$ cat src/rtl/chain_walker_pkg.sv
// Shared definitions for the command chain walker: word and field widths,
// the controller state encoding and the node header layout.
package chain_walker_pkg;

    localparam int WORD_W = 32;   // memory and stream word width
    localparam int LEN_W  = 8;    // payload length field width
    localparam int LINK_W = 24;   // next-node address field width

    typedef enum logic [2:0] {
        ST_IDLE,
        ST_CHECK,
        ST_HDR_REQ,
        ST_HDR_WAIT,
        ST_PAY_REQ,
        ST_PAY_WAIT,
        ST_PAY_OUT,
        ST_NODE_END
    } walk_state_t;

    // Header word: length in the top byte, link in the low 24 bits.
    typedef struct packed {
        logic [LEN_W-1:0]  len;
        logic [LINK_W-1:0] link;
    } node_hdr_t;

endpackage

$ cat src/rtl/chain_hdr_split.sv
// Splits a raw header word into its length and link fields.
// Assumes the header layout of node_hdr_t; purely combinational.
module chain_hdr_split
    import chain_walker_pkg::*;
(
    input  logic [WORD_W-1:0] word_i,
    output logic [LEN_W-1:0]  len_o,
    output logic [LINK_W-1:0] link_o,
    output logic              empty_o
);

    node_hdr_t hdr;

    // Reinterpret the word as a header and expose its fields.
    always_comb begin
        hdr     = node_hdr_t'(word_i);
        len_o   = hdr.len;
        link_o  = hdr.link;
        empty_o = (hdr.len == '0);
    end

endmodule

$ cat src/rtl/chain_walk_ctrl.sv
// Traversal controller: tests the end marker, fetches each header, then
// fetches and forwards the payload one word at a time.
// Assumes memory answers each request exactly once and that only one read
// is outstanding; responses outside a wait state are ignored.
module chain_walk_ctrl
    import chain_walker_pkg::*;
#(
    parameter  int MEM_AW  = 21,
    parameter  int END_BIT = 23,
    localparam int IDX_W   = MEM_AW - 2
)(
    input  logic              clk,
    input  logic              rst_n,
    input  logic              start_i,
    input  logic [LINK_W-1:0] start_link_i,
    output logic              mem_req_o,
    output logic [IDX_W-1:0]  mem_idx_o,
    input  logic              mem_rsp_valid_i,
    input  logic [WORD_W-1:0] mem_rsp_data_i,
    input  logic [LEN_W-1:0]  hdr_len_i,
    input  logic [LINK_W-1:0] hdr_link_i,
    input  logic              hdr_empty_i,
    output logic              out_valid_o,
    output logic [WORD_W-1:0] out_data_o,
    input  logic              out_ready_i,
    output logic              busy_o,
    output logic              done_o,
    output logic              walk_start_o,
    output logic              node_end_o,
    output logic [LEN_W-1:0]  node_len_o,
    output logic [LINK_W-1:0] node_link_o
);

    walk_state_t       state;
    logic [LINK_W-1:0] cur_link;
    logic [IDX_W-1:0]  word_ptr;
    logic [LEN_W-1:0]  remain;
    logic [LEN_W-1:0]  node_len_q;
    logic [LINK_W-1:0] node_link_q;
    logic [WORD_W-1:0] data_q;
    logic              done_q;
    logic              unused_link_bits;

    // Only the marker bit and the index bits of the link steer the walk.
    assign unused_link_bits = ^cur_link;

    // Main traversal sequence and its address, count and data registers.
    always_ff @(posedge clk) begin
        if (!rst_n) begin
            state       <= ST_IDLE;
            cur_link    <= '0;
            word_ptr    <= '0;
            remain      <= '0;
            node_len_q  <= '0;
            node_link_q <= '0;
            data_q      <= '0;
            done_q      <= 1'b0;
        end else begin
            done_q <= 1'b0;
            unique case (state)
                ST_IDLE: begin
                    if (start_i) begin
                        cur_link <= start_link_i;
                        state    <= ST_CHECK;
                    end
                end
                ST_CHECK: begin
                    if (cur_link[END_BIT]) begin
                        done_q <= 1'b1;
                        state  <= ST_IDLE;
                    end else begin
                        word_ptr <= cur_link[MEM_AW-1:2];
                        state    <= ST_HDR_REQ;
                    end
                end
                ST_HDR_REQ: begin
                    state <= ST_HDR_WAIT;
                end
                ST_HDR_WAIT: begin
                    if (mem_rsp_valid_i) begin
                        node_len_q  <= hdr_len_i;
                        node_link_q <= hdr_link_i;
                        remain      <= hdr_len_i;
                        word_ptr    <= word_ptr + IDX_W'(1);
                        state       <= hdr_empty_i ? ST_NODE_END : ST_PAY_REQ;
                    end
                end
                ST_PAY_REQ: begin
                    state <= ST_PAY_WAIT;
                end
                ST_PAY_WAIT: begin
                    if (mem_rsp_valid_i) begin
                        data_q <= mem_rsp_data_i;
                        state  <= ST_PAY_OUT;
                    end
                end
                ST_PAY_OUT: begin
                    if (out_ready_i) begin
                        word_ptr <= word_ptr + IDX_W'(1);
                        remain   <= remain - LEN_W'(1);
                        state    <= (remain == LEN_W'(1)) ? ST_NODE_END : ST_PAY_REQ;
                    end
                end
                ST_NODE_END: begin
                    cur_link <= node_link_q;
                    state    <= ST_CHECK;
                end
                default: state <= ST_IDLE;
            endcase
        end
    end

    // Port-side decode of the current state.
    always_comb begin
        mem_req_o    = (state == ST_HDR_REQ) || (state == ST_PAY_REQ);
        mem_idx_o    = word_ptr;
        out_valid_o  = (state == ST_PAY_OUT);
        out_data_o   = data_q;
        busy_o       = (state != ST_IDLE);
        done_o       = done_q;
        walk_start_o = (state == ST_IDLE) && start_i;
        node_end_o   = (state == ST_NODE_END);
        node_len_o   = node_len_q;
        node_link_o  = node_link_q;
    end

endmodule

$ cat src/rtl/chain_cost_acc.sv
// Keeps the nominal walk cost and the progress address.
// Assumes walk_start and node_end never coincide (the controller guarantees it).
module chain_cost_acc
    import chain_walker_pkg::*;
#(
    parameter int CYC_W    = 32,
    parameter int OVERHEAD = 5
)(
    input  logic              clk,
    input  logic              rst_n,
    input  logic              walk_start_i,
    input  logic [LINK_W-1:0] start_link_i,
    input  logic              node_end_i,
    input  logic [LEN_W-1:0]  node_len_i,
    input  logic [LINK_W-1:0] node_link_i,
    output logic [CYC_W-1:0]  total_o,
    output logic [LINK_W-1:0] progress_o
);

    localparam logic [CYC_W-1:0] OVH = CYC_W'(OVERHEAD);

    // Clear on a new walk, add overhead plus length on each finished node.
    always_ff @(posedge clk) begin
        if (!rst_n) begin
            total_o    <= '0;
            progress_o <= '0;
        end else if (walk_start_i) begin
            total_o    <= '0;
            progress_o <= start_link_i;
        end else if (node_end_i) begin
            total_o    <= total_o + OVH + CYC_W'(node_len_i);
            progress_o <= node_link_i;
        end
    end

endmodule

$ cat src/rtl/chain_walker.sv
// Top level of the command chain walker. Masks the start address, wires the
// header splitter, the traversal controller and the cost accumulator.
// Assumes a memory with one outstanding read and a valid/ready sink.
module chain_walker
    import chain_walker_pkg::*;
#(
    parameter  int MEM_AW   = 21,
    parameter  int END_BIT  = 23,
    parameter  int CYC_W    = 32,
    parameter  int OVERHEAD = 5,
    localparam int IDX_W    = MEM_AW - 2
)(
    input  logic              clk,
    input  logic              rst_n,
    input  logic              start,
    input  logic [WORD_W-1:0] start_addr,
    output logic              busy,
    output logic              done,
    output logic              mem_req,
    output logic [IDX_W-1:0]  mem_idx,
    input  logic              mem_rsp_valid,
    input  logic [WORD_W-1:0] mem_rsp_data,
    output logic              out_valid,
    output logic [WORD_W-1:0] out_data,
    input  logic              out_ready,
    output logic [LINK_W-1:0] progress,
    output logic [CYC_W-1:0]  cycle_total
);

    logic [LINK_W-1:0] start_link;
    logic [LEN_W-1:0]  hdr_len;
    logic [LINK_W-1:0] hdr_link;
    logic              hdr_empty;
    logic              walk_start;
    logic              node_end;
    logic [LEN_W-1:0]  node_len;
    logic [LINK_W-1:0] node_link;
    logic              unused_start_hi;

    // Keep only the address field of the start word.
    assign start_link      = start_addr[LINK_W-1:0];
    assign unused_start_hi = ^start_addr[WORD_W-1:LINK_W];

    chain_hdr_split u_split (
        .word_i  (mem_rsp_data),
        .len_o   (hdr_len),
        .link_o  (hdr_link),
        .empty_o (hdr_empty)
    );

    chain_walk_ctrl #(
        .MEM_AW  (MEM_AW),
        .END_BIT (END_BIT)
    ) u_ctrl (
        .clk             (clk),
        .rst_n           (rst_n),
        .start_i         (start),
        .start_link_i    (start_link),
        .mem_req_o       (mem_req),
        .mem_idx_o       (mem_idx),
        .mem_rsp_valid_i (mem_rsp_valid),
        .mem_rsp_data_i  (mem_rsp_data),
        .hdr_len_i       (hdr_len),
        .hdr_link_i      (hdr_link),
        .hdr_empty_i     (hdr_empty),
        .out_valid_o     (out_valid),
        .out_data_o      (out_data),
        .out_ready_i     (out_ready),
        .busy_o          (busy),
        .done_o          (done),
        .walk_start_o    (walk_start),
        .node_end_o      (node_end),
        .node_len_o      (node_len),
        .node_link_o     (node_link)
    );

    chain_cost_acc #(
        .CYC_W    (CYC_W),
        .OVERHEAD (OVERHEAD)
    ) u_acc (
        .clk          (clk),
        .rst_n        (rst_n),
        .walk_start_i (walk_start),
        .start_link_i (start_link),
        .node_end_i   (node_end),
        .node_len_i   (node_len),
        .node_link_i  (node_link),
        .total_o      (cycle_total),
        .progress_o   (progress)
    );

endmodule

$ cat config.mk
export PLATFORM = sky130hd
export DESIGN_NAME = chain_walker
export DESIGN_NICKNAME = d
export VERILOG_FILES = /design/src/rtl/chain_walker_pkg.sv /design/src/rtl/chain_hdr_split.sv /design/src/rtl/chain_walk_ctrl.sv /design/src/rtl/chain_cost_acc.sv /design/src/rtl/chain_walker.sv
export SDC_FILE = /design/constraint.sdc
export NUM_CORES = 1
export LEC_CHECK = 0
export BUFFER_PORTS_ARGS = -buffer_cell sky130_fd_sc_hd__buf_2
export CAP_MARGIN = 40
export CORE_UTILIZATION = 54
export DETAILED_ROUTE_END_ITERATION = 7
export GPL_TIMING_DRIVEN = 0
export PLACE_DENSITY = 0.92
export SLEW_MARGIN = 20
export SYNTH_ARGS = -nofsm -noshare
export SYNTH_HDL_FRONTEND = slang
export SYNTH_SLANG_ARGS = --single-unit
$ cat constraint.sdc
create_clock -name clk -period 2.5 [get_ports clk]
set_clock_uncertainty 0.05 [all_clocks]
set_input_delay 0.25 -clock clk [delete_from_list [all_inputs] [get_ports clk]]
set_output_delay 0.25 -clock clk [all_outputs]
set_load 0.02 [all_outputs]
Word-level counts from Yosys, hierarchy flattened
Cells that the tools add are included.

word-level totals
  bits in registers = 175

operators by class
  $add $sub $neg = 4
  eq/ne operators = 13
  mux-type cells = 20
  bitwise gates (word level) = 1
  reduce and logical (&&, ||, !) cells = 17

operators with widths
  operator                                                               count
  24-bit 2-to-1 mux                                                      3
  19-bit 2-to-1 mux                                                      3
  19-bit case mux with 3 select lines                                    1
  24-bit case mux with 2 select lines                                    1
  32-bit by 3-bit adder with 32-bit output, second input constant        1
  32-bit by 8-bit adder with 32-bit output                               1
  3-bit case mux with 8 select lines                                     1
  19-bit by 1-bit adder with 19-bit output, second input constant        1
  8-bit 2-to-1 mux                                                       2
  8-bit case mux with 2 select lines                                     1
  3-bit equality test, second input constant                             4
  3-bit 2-to-1 mux                                                       4
  8-bit by 1-bit equality test with 1-bit output, second input constant  1
  8-bit logical NOT                                                      1
  2-bit != test, second input constant                                   4
  2-bit AND reduction                                                    4
  4-bit AND reduction                                                    2
  8-bit by 1-bit subtractor with 8-bit output, second input constant     1
  3-bit by 2-bit equality test with 1-bit output, second input constant  2
  2-bit 2-to-1 mux                                                       3
  2-bit nonzero test                                                     3
  3-bit nonzero test                                                     2
  3-bit by 1-bit equality test with 1-bit output, second input constant  1
  3-bit logical NOT                                                      1
  other kinds (7)                                                        7

Depth between registers and ports, before layout
  word-level depth = 4
  mapped depth = 10
  mapped depth without buffers = 10

Modules after synthesis
A second synthesis with hierarchy kept.

unflattened totals
  cells, all modules = 1042
  area, all modules = 8525.7 um^2

by module, submodules not included
  module           instances  cells each  area each (um^2)
  chain_walk_ctrl  1          658         5242.5
  chain_cost_acc   1          349         3024.2
  chain_hdr_split  1          35          259.0

Least setup slack after synthesis
No wires, ideal clock.

  path type = register to register
  from = reg u_acc.total_o[1]
  to = reg u_acc.total_o[15]
  setup time = 0.128 ns
  data arrival time = 2.233 ns
  data required time = 2.322 ns
  path slack = 0.090 ns
  cell stages (with the launch flop) = 9
  path buffers = 0
  period minus slack after synthesis = 2.410 ns
  cells stage by stage = dfxtp_1 -> ha_1 -> ha_1 -> fa_1 -> a211oi_1 -> o211ai_1 -> nand3_1 -> xor2_1 -> nor2_1

between the ends
  longest elaborated chain between the ends = 2

ends and longest elaborated chain
  what                                      RTL line              RTL
  start: declaration                        chain_cost_acc.sv:16  output logic [CYC_W-1:0] total_o,
  start signal: assignment                  chain_cost_acc.sv:31  total_o <= total_o + OVH + CYC_W'(node_len_i);
  32-bit by 3-bit adder with 32-bit output  chain_cost_acc.sv:31
  32-bit by 8-bit adder with 32-bit output  chain_cost_acc.sv:31

No other way between the ends.
A chain may end at the register's enable or synchronous reset.

Worst setup path after layout
  from = reg u_acc.total_o[6]
  to = reg u_acc.total_o[26]

Same word-level chain as after synthesis.

==> results.md <==
* Final hold slack at 22.1 ps
* Layout Area Growth over Synthesis at 24.4%
* Core Util, Final at 0.698
* Cell family with most CP delay: adder cells
* Sequential-to-total area share from yosys stat at 0.455
* Crit share post-route at 1.01
* Design Power at 6.12 mW
* Via count at 7960
* Antenna violations before repair at 0
* Crit path arrival time at 2830 ps
* Synth Area in Adders at 0.0356
* Worst-Margin Slew at 761 ps
* CTS tree: done
* Synth Flop Type: dfxtp_1
* FF-to-FF path depth at 8
* Clock transition at path regs at 70 ps
* Synth async-reset ratio at 0
* Largest family of logic cells by synthesized area: simple AND/OR/NAND/NOR gates
* Critical Path Source Type: register
* Post-synth top area share at 0.455
* Setup ws final at -24.1 ps
* Io pins at 180
* Row Count at 42
* Via density at 5.98
* Vias in the first global route at 7256
* Die width at 120 um
* WP data required at 2810 ps
* Hold buffers post-CTS at 0
* Min-delay src: mem_rsp_data[19]
* Hold Fails Final Rpt at 0
* Final setup fails at 1
* Synthesized area at 7520 um2
* DR WL/cell at 17.5 um
* Net count after synthesis at 1036
* Drt first pass iters at 6
* Most common cell in the synthesized netlist: nand2_1
* Critical Path Sink Type: register
* Xor/xnor share of the synthesized area at 0.0186
* Leak at 3.74 nW
* HPWL after DPL at 16200 um
* Top post-synthesis cells by count: nand2_1 (227), dfxtp_1 (171), a21oi_1 (150)
* DRC at 0
* Failing checks: setup timing
* Synth Instances at 947
* Synth top area cells: dfxtp_1 (46%), nand2_1 (11%), a21oi_1 (10%), ha_1 (3.2%), nor2_1 (2.7%)
* Worst r2r src: u_acc.total_o[6]
* Setup CP Type: register to register
* Die area at 14400 um2
* Global-route wire length before repair at 35700 um
* Max Cap Violations at 0
* Share of cells above drive strength 1 at 0.214
* Worst Hold Class: input pin to register
* Num CTS Buffers at 17
* Initial DRC Count at 803
* Clock tree buffer depth at 2
* Post-synthesis mux area share at 0.00150
* Placeable Area at 13400 um2
* Ys Warns at 0
* Slew Limit Fails at 0
* Worst hold path depth at 3
* Final min period at 2520 ps
* Mean Syn Cell Area at 7.94 um2
* Global placer's final weighted congestion at 0.945
* WL final at 23300 um
* Fin nets at 1232
* Pwr per Cell Area at 654 nW/um2
* R2R Setup Slk at -20 ps
* Hold EP: u_ctrl.node_link_o[19]
* GRT Total Usage at 0.313
* Worst path cell trace: ha_1, ha_4, nand3_2, o211ai_1, buf_4, o2111ai_4, or4_1, a21oi_1
* PortBufs at 171
* Reg2reg end: u_acc.total_o[26]
* FMAX at 0.396 GHz
* Cell accounting for the most synthesized area: dfxtp_1
* Die Height at 120 um
* Post-synth EDFFs at 0
* Clock latency on the worst-skew pair at 430 ps
* Seq cells post-synth at 171
* Crit path max fanout at 5
* Status: finished, violations left
* Post-Place Setup Slack at -143 ps
* Congestion Overflow GR at 0
* Root Driver: clkbuf_16
* Pin count of the biggest net entering global routing at 17
* Fill count at 1069
* Slowest-stage cell, CP: or4_1
* Sink Count at 171
* Starting density of the core at 0.561
* Synth Area in Simple Gates at 0.225
* Critical Path Max Stage Delay at 440 ps
* Antenna diodes at 0
* Post-synth cell types at 58
* Buffer and inverter count on the worst path at 1
* Final ANT Viol Nets at 0
* # H-tree levels at 4
* Slew HR at 0.490
* Compound-Gate Fraction of Synth Area at 0.222
* VDD IR max at 478 uV
[cells in the final DEF (no fill, tap or decap), types with 5 or more instances in the layout]
| cell | n |
|---|---|
| nand3_1 | 20 |
| a211oi_1 | 5 |
| nand4_1 | 10 |
| dfxtp_1 | 171 |
| inv_1 | 18 |
| nor3_1 | 14 |
| xor2_1 | 10 |
| o21ai_0 | 37 |
| a21o_1 | 5 |
| ha_1 | 15 |
| a311oi_1 | 5 |
| o211ai_1 | 9 |
| xnor2_1 | 6 |
| a22oi_1 | 21 |
| nand2_1 | 227 |
| clkbuf_1 | 40 |
| nor4_1 | 5 |
| buf_2 | 189 |
| a31oi_1 | 6 |
| o21a_1 | 7 |
| a32o_1 | 5 |
| o31ai_1 | 6 |
| nor2_1 | 54 |
| nand2b_1 | 5 |
| clkbuf_16 | 17 |
| a21oi_1 | 149 |
| or3_1 | 18 |
[layer usage]
layer / vias up / part of all wire / GRT usage
met1: 3691 / 0.40 / 0.396
met4: 0 / 0.040 / 0.169
met5: - / 0 / 0
li1: 3710 / - / -
met2: 476 / 0.46 / 0.490
met3: 83 / 0.10 / 0.0765
[cell families after synthesis]
group           Yosys count
buf+inv                  78
simple gates            382
compound gates          278
mux                       1
xor+xnor                 16
fa+ha+maj                21
flops                   171
[worst max-delay path by stage]
stage	from	slack (ps)	cells after the start	to
final	u_acc.total_o[6]	-20	8	u_acc.total_o[26]
after global routing	u_acc.total_o[6]	-90	8	u_acc.total_o[26]
after CTS	u_acc.total_o[2]	40	9	u_acc.total_o[16]
after detailed placement	u_acc.total_o[1]	-140	8	u_acc.total_o[19]
after global placement	u_acc.total_o[1]	-30	8	u_acc.total_o[31]
after floorplan	u_acc.total_o[1]	90	8	u_acc.total_o[15]
[area by class of cell]
class	count	area (um2)	area share
buffer	60	248	0.0265
clock buffer	21	460	0.0492
clock inverter	11	133	0.0142
inverter	18	67.6	0.00722
multi-input combinational	700	3900	0.417
sequential	171	3420	0.366
tap	176	220	0.0235
timing repair buffer	175	898	0.0961
[worst min-delay path, stage by stage]
cell and delay, ps:
buf_2 110, nand2_1 50, a21oi_1 50
[power breakdown]
part,leakage (nW),total (mW),internal [mW],switching (mW)
combinational,2.07,0.577,0.192,0.385
sequential,1.39,2.88,2.81,0.0682
clock,0.290,2.66,1.54,1.12
[registers in the layout, summed over array words and instances, names as in the netlist]
name and cells:
u_ctrl.node_link_o 24, u_ctrl.mem_idx_o 19, u_acc.progress_o 24, u_acc.total_o 32, u_ctrl.state 3, u_ctrl.node_len_o 8
u_ctrl.done_o 1, u_ctrl.remain 8, u_ctrl.cur_link 20, u_ctrl.out_data_o 32
[timing repair]
action                     4_1_cts  5_1_grt
pin swaps                        3        4
gates resized for setup          5       12
setup endpoints to repair       11       18
buffers inserted                 2        2
gates cloned                     1        1
[stage by stage]
stage | cells | instance area [um2] | setup TNS [ps]
6_report | 1332 | 9350 | -24.1
5_1_grt | 1332 | 9350 | -316
4_1_cts | 1329 | 9240 | 0
3_5_place_dp | 1294 | 8590 | -846
3_3_place_gp | 1294 | 8590 | -84.6
2_1_floorplan | 947 | 7520 | 0
(Power assumes the default switching activity.)
